--- config.mk ---
export PLATFORM = sky130hd
export DESIGN_NAME = clkstop_ctrl
export DESIGN_NICKNAME = d
export VERILOG_FILES = /design/src/rtl/clkstop_pkg.sv /design/src/rtl/clkstop_rst_sync.sv /design/src/rtl/clkstop_regs.sv /design/src/rtl/clkstop_idle_timer.sv /design/src/rtl/clkstop_gates.sv /design/src/rtl/clkstop_ctrl.sv
export SDC_FILE = /design/constraint.sdc
export NUM_CORES = 1
export LEC_CHECK = 0
export BUFFER_PORTS_ARGS = -buffer_cell sky130_fd_sc_hd__buf_4
export CAP_MARGIN = 10
export CORE_UTILIZATION = 53
export DETAILED_ROUTE_END_ITERATION = 10
export PLACE_DENSITY = 0.83
export SKIP_CTS_REPAIR_TIMING = 1
export SLEW_MARGIN = 30
export SYNTH_ARGS = -nofsm -noshare
export SYNTH_HDL_FRONTEND = slang
export SYNTH_SLANG_ARGS = --single-unit
--- constraint.sdc ---
create_clock -name clk -period 1.57 [get_ports clk]
set_input_delay 0.157 -clock clk [delete_from_list [all_inputs] [get_ports clk]]
set_output_delay 0.157 -clock clk [all_outputs]
set_load 0.01 [all_outputs]
--- src/rtl/clkstop_pkg.sv ---
package clkstop_pkg;
  localparam int ADDR_W = 7;
  localparam int DATA_W = 8;
  localparam int CTL_W  = 4;
  localparam logic [ADDR_W-1:0] CTRL_ADDR = 7'h3C;

  // Field order is decoded by software: bit 3 down to bit 0.
  typedef struct packed {
    logic rxif_stop;
    logic aux_stop;
    logic auto_stop;
    logic rxpath_gate;
  } ctrl_t;
endpackage

--- src/rtl/clkstop_rst_sync.sv ---
module clkstop_rst_sync #(
  parameter int STAGES = 2
) (
  input  logic clk,
  input  logic rst_n,
  output logic rst_sync_n
);
  logic [STAGES-1:0] sync_q;
  logic [STAGES-1:0] sync_d;

  always_comb begin
    sync_d = {sync_q[STAGES-2:0], 1'b1};
  end

  always_ff @(posedge clk or negedge rst_n) begin
    if (!rst_n) begin
      sync_q <= '0;
    end else begin
      sync_q <= sync_d;
    end
  end

  assign rst_sync_n = sync_q[STAGES-1];
endmodule

--- src/rtl/clkstop_regs.sv ---
module clkstop_regs
  import clkstop_pkg::*;
(
  input  logic              clk,
  input  logic              rst_n,
  input  logic              we,
  input  logic              re,
  input  logic [ADDR_W-1:0] addr,
  input  logic [DATA_W-1:0] wdata,
  output ctrl_t             ctrl,
  output logic [DATA_W-1:0] rdata
);
  ctrl_t ctrl_q;
  ctrl_t ctrl_d;
  logic  hit;
  logic  load_en;

  always_comb begin
    hit     = (addr == CTRL_ADDR);
    load_en = we && hit;
    ctrl_d  = ctrl_t'(wdata[CTL_W-1:0]);
  end

  always_ff @(posedge clk or negedge rst_n) begin
    if (!rst_n) begin
      ctrl_q <= '0;
    end else if (load_en) begin
      ctrl_q <= ctrl_d;
    end
  end

  always_comb begin
    rdata = '0;
    if (re && hit) begin
      rdata[CTL_W-1:0] = ctrl_q;
    end
  end

  assign ctrl = ctrl_q;
endmodule

--- src/rtl/clkstop_idle_timer.sv ---
module clkstop_idle_timer #(
  parameter int IDLE_CYCLES = 4096
) (
  input  logic clk,
  input  logic rst_n,
  input  logic arm,
  input  logic sync,
  output logic stopped
);
  localparam int CNT_W = (IDLE_CYCLES > 2) ? $clog2(IDLE_CYCLES) : 1;
  localparam logic [CNT_W-1:0] TERM = CNT_W'(IDLE_CYCLES - 1);

  logic [CNT_W-1:0] cnt_q, cnt_d;
  logic             stop_q, stop_d;
  logic             upd_en;

  always_comb begin
    cnt_d  = cnt_q;
    stop_d = stop_q;
    if (!arm || sync) begin
      cnt_d  = '0;
      stop_d = 1'b0;
    end else if (!stop_q) begin
      if (cnt_q == TERM) begin
        stop_d = 1'b1;
      end else begin
        cnt_d = cnt_q + 1'b1;
      end
    end
    upd_en = (cnt_d != cnt_q) || (stop_d != stop_q);
  end

  always_ff @(posedge clk or negedge rst_n) begin
    if (!rst_n) begin
      cnt_q  <= '0;
      stop_q <= 1'b0;
    end else if (upd_en) begin
      cnt_q  <= cnt_d;
      stop_q <= stop_d;
    end
  end

  assign stopped = stop_q;
endmodule

--- src/rtl/clkstop_gates.sv ---
module clkstop_gates
  import clkstop_pkg::*;
(
  input  ctrl_t ctrl,
  input  logic  arm,
  input  logic  idle_stopped,
  input  logic  rx_enable,
  output logic  rxif_en,
  output logic  aux_en,
  output logic  cmdif_en,
  output logic  rxpath_en
);
  always_comb begin
    rxif_en   = !ctrl.rxif_stop;
    aux_en    = !ctrl.aux_stop;
    cmdif_en  = !(arm && idle_stopped);
    rxpath_en = !ctrl.rxpath_gate || rx_enable;
  end
endmodule

--- src/rtl/clkstop_ctrl.sv ---
module clkstop_ctrl
  import clkstop_pkg::*;
#(
  parameter int IDLE_CYCLES = 4096
) (
  input  logic              clk,
  input  logic              rst_n,
  input  logic              reg_we,
  input  logic              reg_re,
  input  logic [ADDR_W-1:0] reg_addr,
  input  logic [DATA_W-1:0] reg_wdata,
  output logic [DATA_W-1:0] reg_rdata,
  input  logic              frame_sync,
  input  logic              rate_high,
  input  logic              rx_enable,
  output logic              rxif_clk_en,
  output logic              aux_clk_en,
  output logic              cmdif_clk_en,
  output logic              rxpath_clk_en
);
  logic  rst_sync_n;
  ctrl_t ctrl;
  logic  arm;
  logic  idle_stopped;

  clkstop_rst_sync #(.STAGES(2)) u_rst (
    .clk        (clk),
    .rst_n      (rst_n),
    .rst_sync_n (rst_sync_n)
  );

  clkstop_regs u_regs (
    .clk   (clk),
    .rst_n (rst_sync_n),
    .we    (reg_we),
    .re    (reg_re),
    .addr  (reg_addr),
    .wdata (reg_wdata),
    .ctrl  (ctrl),
    .rdata (reg_rdata)
  );

  assign arm = ctrl.auto_stop && !rate_high;

  clkstop_idle_timer #(.IDLE_CYCLES(IDLE_CYCLES)) u_idle (
    .clk     (clk),
    .rst_n   (rst_sync_n),
    .arm     (arm),
    .sync    (frame_sync),
    .stopped (idle_stopped)
  );

  clkstop_gates u_gates (
    .ctrl         (ctrl),
    .arm          (arm),
    .idle_stopped (idle_stopped),
    .rx_enable    (rx_enable),
    .rxif_en      (rxif_clk_en),
    .aux_en       (aux_clk_en),
    .cmdif_en     (cmdif_clk_en),
    .rxpath_en    (rxpath_clk_en)
  );
endmodule

==> metrics.md <==
| Metric | Value |
|---|---|
| Congestion Overflow GR | `0` |
| DRT iter0 DRCs | `19` |
| CP max FO | `4` |
| Die width | `46.8 um` |
| Skew-Pair Late Insertion Delay | `0.30 ns` |
| IO Port Bufs | `25` |
| Yosys Warn Count | `0` |
| PwrDens | `631 nW/um2` |
| Core area | `1800 um2` |
| Worst-Margin Slew | `0.665 ns` |
| WL/cell | `14.4 um` |
| Final slew viol count | `0` |
| Drt total wl | `2.22 mm` |
| Ant diodes | `0` |
| Power, Total | `0.000845 W` |
| Status | `completed` |
| Gate Count Post-Synth | `97` |
| Post-synth top flop | `dfrtp_1` |
| Hold Path Sink | `u_regs.ctrl[0]` |
| Slew headroom | `55.7%` |
| Largest net degree at the start of global routing | `18` |
| Worst hold path type | `in -> reg` |
| Skew final | `0.00842 ns` |
| Clock group share of total power | `28.7%` |
| CTS tree | `built` |
| CTS root buffer | `clkbuf_4` |
| MaxCap Viol Count | `0` |
| Cell taking the most area after synthesis | `dfrtp_1` |
| CTS H-Tree Depth | `1` |
| Die height | `around 47 um` |
| Ranking of synthesized cells by area | `dfrtp_1 (45%), mux2_4 (5.6%), nor3_1 (2.8%), and3_2 (2.8%), buf_4 (2.8%)` |
| Tmin final | `1.45 ns` |
| Number of global-route vias before repair | `790` |
| GP Congestion | `~0.86` |
| First-pass GRT wire length | `3.44 mm` |
| Critical path type | `reg -> reg` |
| Antenna violations before repair | `0` |
| Hold depth | `2` |
| Comb pwr share | `roughly a tenth` |
| Flop pwr share | `61.2%` |
| Critical Path AT | `1.63 ns` |
| Fraction of layout cells with a size suffix above 1 | `41.1%` |
| Sequential-to-total area share from yosys stat | `44.7%` |
| Pre-Repair DR Iteration Count | `4` |
| Critical Path Start Type | `flip-flop` |
| Sum Neg Setup Slack | `0 ns` |
| Final Net Count | `153` |
| Num CTS Buffers | `3` |
| Remaining antenna violation count | `0` |
| Worst EP required | `1.75 ns` |
| Synth top cells by count | `dfrtp_1 (19), nor3_1 (6)` |
| F_max | `0.689 GHz` |
| Die Area | `~2200 um2` |
| Final Hold Fails | `0` |
| Crit. End Element | `flip-flop` |
| HPWL after DPL | `1.73 mm` |
| Leakage | `approximately 0.63 nW` |
| Async set-reset flop share out of synthesis | `100%` |
| HP Start | `reg_wdata[0]` |
| Most frequent cell after synthesis | `dfrtp_1` |
| Switching share of power | `23.0%` |
| Post-synth EDFFs | `0` |
| # IOs | `34` |
| Reg-to-Reg Start | `u_idle.cnt_q[1]` |
| # DRC | `0` |
| RSZ-0062 raised after global routing | `no` |
| Final Util | `74.3%` |
| R2r setup slk | `around 0.12 ns` |
| Vias | `between 800 and 900` |
| P_sw | `0.000194 W` |
| Syn Std Cell Area | `about 1100 um2` |
| Vias per inst | `between 5 and 6` |
| Share of the synthesized area in the top cell type | `44.7%` |
| Yosys reg bits | `19` |
| Clock tree buffer depth | `2` |
| Internal | `0.000650 W` |
| CTS sink count | `19` |
| Reg clk slew, reported paths | `0.11 ns` |
| # rows | `15` |
| Reg2reg end | `u_idle.cnt_q[4]` |
| Maximum vdd drop | `between 0.0004 and 0.0005 V` |
| Crit share post-route | `92.4%` |
| Initial Util | `about three fifths` |
| Mean Syn Cell Area | `11.0 um2` |
| Total Routing Usage GR | `23.1%` |
| Netlist cell types | `35` |
| Final setup viols | `0` |
| Synth-to-layout area growth | `25.7%` |
| Worst Reg-to-Reg Cells | `6` |
-- critical path, cell delays in order, from the launching register on --
cell and delay (ns):
dfrtp_1 0.41, ha_1 0.21, buf_4 0.16, nor2b_1 0.15, and3_1 0.19, o21ai_0 0.15
a31oi_1 0.06
-- through the flow --
step	setup slack (ns)	cells	instance area [um2]	hold slack, ns
global route	0.00619	154	1340	0.0609
detailed placement	0.105	148	1280	-0.0594
global placement	0.165	148	1280	-0.0601
finish	0.119	154	1340	0.0867
floorplan	0.134	100	1080	-0.139
CTS	0.0702	152	1310	-0.388
-- cells in the final DEF, fill, tap and decap left out, types with 3 or more instances in the layout --
cell	count
buf_4	29
o21ai_0	5
mux2_4	4
a21oi_1	5
dfrtp_1	19
inv_1	3
nor3_1	4
a211oi_1	3
nand3_1	5
a31oi_1	4
conb_1	5
and3_2	4
clkbuf_4	3
nor2_1	5
-- routing by layer --
| metal | vias to the layer above | routed length [um] | track usage (%) |
|---|---|---|---|
| met5 | - | 0 | 0 |
| met1 | 431 | 827 | 25.5 |
| li1 | 415 | - | - |
| met4 | 0 | 24 | 8.00 |
| met3 | 4 | 106 | 6.92 |
| met2 | 38 | 1260 | 41.9 |
-- power by group through the flow --
stage | combinational [W] | clock (W) | sequential [W]
finish | 0.0000851 | 0.000242 | 0.000517
global route | 0.0000908 | 0.000274 | 0.000522
CTS | 0.0000826 | 0.000255 | 0.000518
detailed placement | 0.0000830 | 0 | 0.000528
global placement | 0.0000789 | 0 | 0.000527
floorplan | 0.0000393 | 0 | 0.000522
-- cells by family after synthesis --
logic type | count (synthesis) | synth area share [%]
compound gates | 20 | 12.3
flops | 19 | 44.7
xor+xnor | 1 | 0.823
simple gates | 42 | 30.4
buf+inv | 8 | 4.23
mux | 4 | 5.64
other cells | 2 | 0.705
fa+ha+maj | 1 | 1.17
-- state kept, by name (all words and copies together) (netlist names) --
name,cells
u_regs.ctrl,4
u_idle.cnt_q,12
u_idle.stopped,1
u_rst.sync_q,2
-- how the worst max path moves through the flow --
stage / from / end / slack (ns) / cells past startpoint
6_report: u_idle.cnt_q[1] / u_idle.cnt_q[4] / 0.12 / 6
5_1_grt: u_idle.cnt_q[3] / u_idle.cnt_q[9] / 0.006 / 4
4_1_cts: u_idle.cnt_q[3] / u_idle.cnt_q[8] / 0.07 / 4
3_5_place_dp: u_idle.cnt_q[0] / u_idle.cnt_q[8] / 0.10 / 5
3_3_place_gp: u_idle.cnt_q[3] / u_idle.cnt_q[8] / 0.16 / 4
2_1_floorplan: u_idle.cnt_q[0] / u_idle.cnt_q[10] / 0.13 / 5
-- final cells by class --
class,count,area [um2]
clock inverters,1,5.00
fillers,135,463
multi-input cells,73,566
flip-flops and latches,19,475
inverters,3,11.3
well taps,25,31.3
repair buffers,30,228
clock buffers,3,22.5
(Power assumes the default switching activity.)
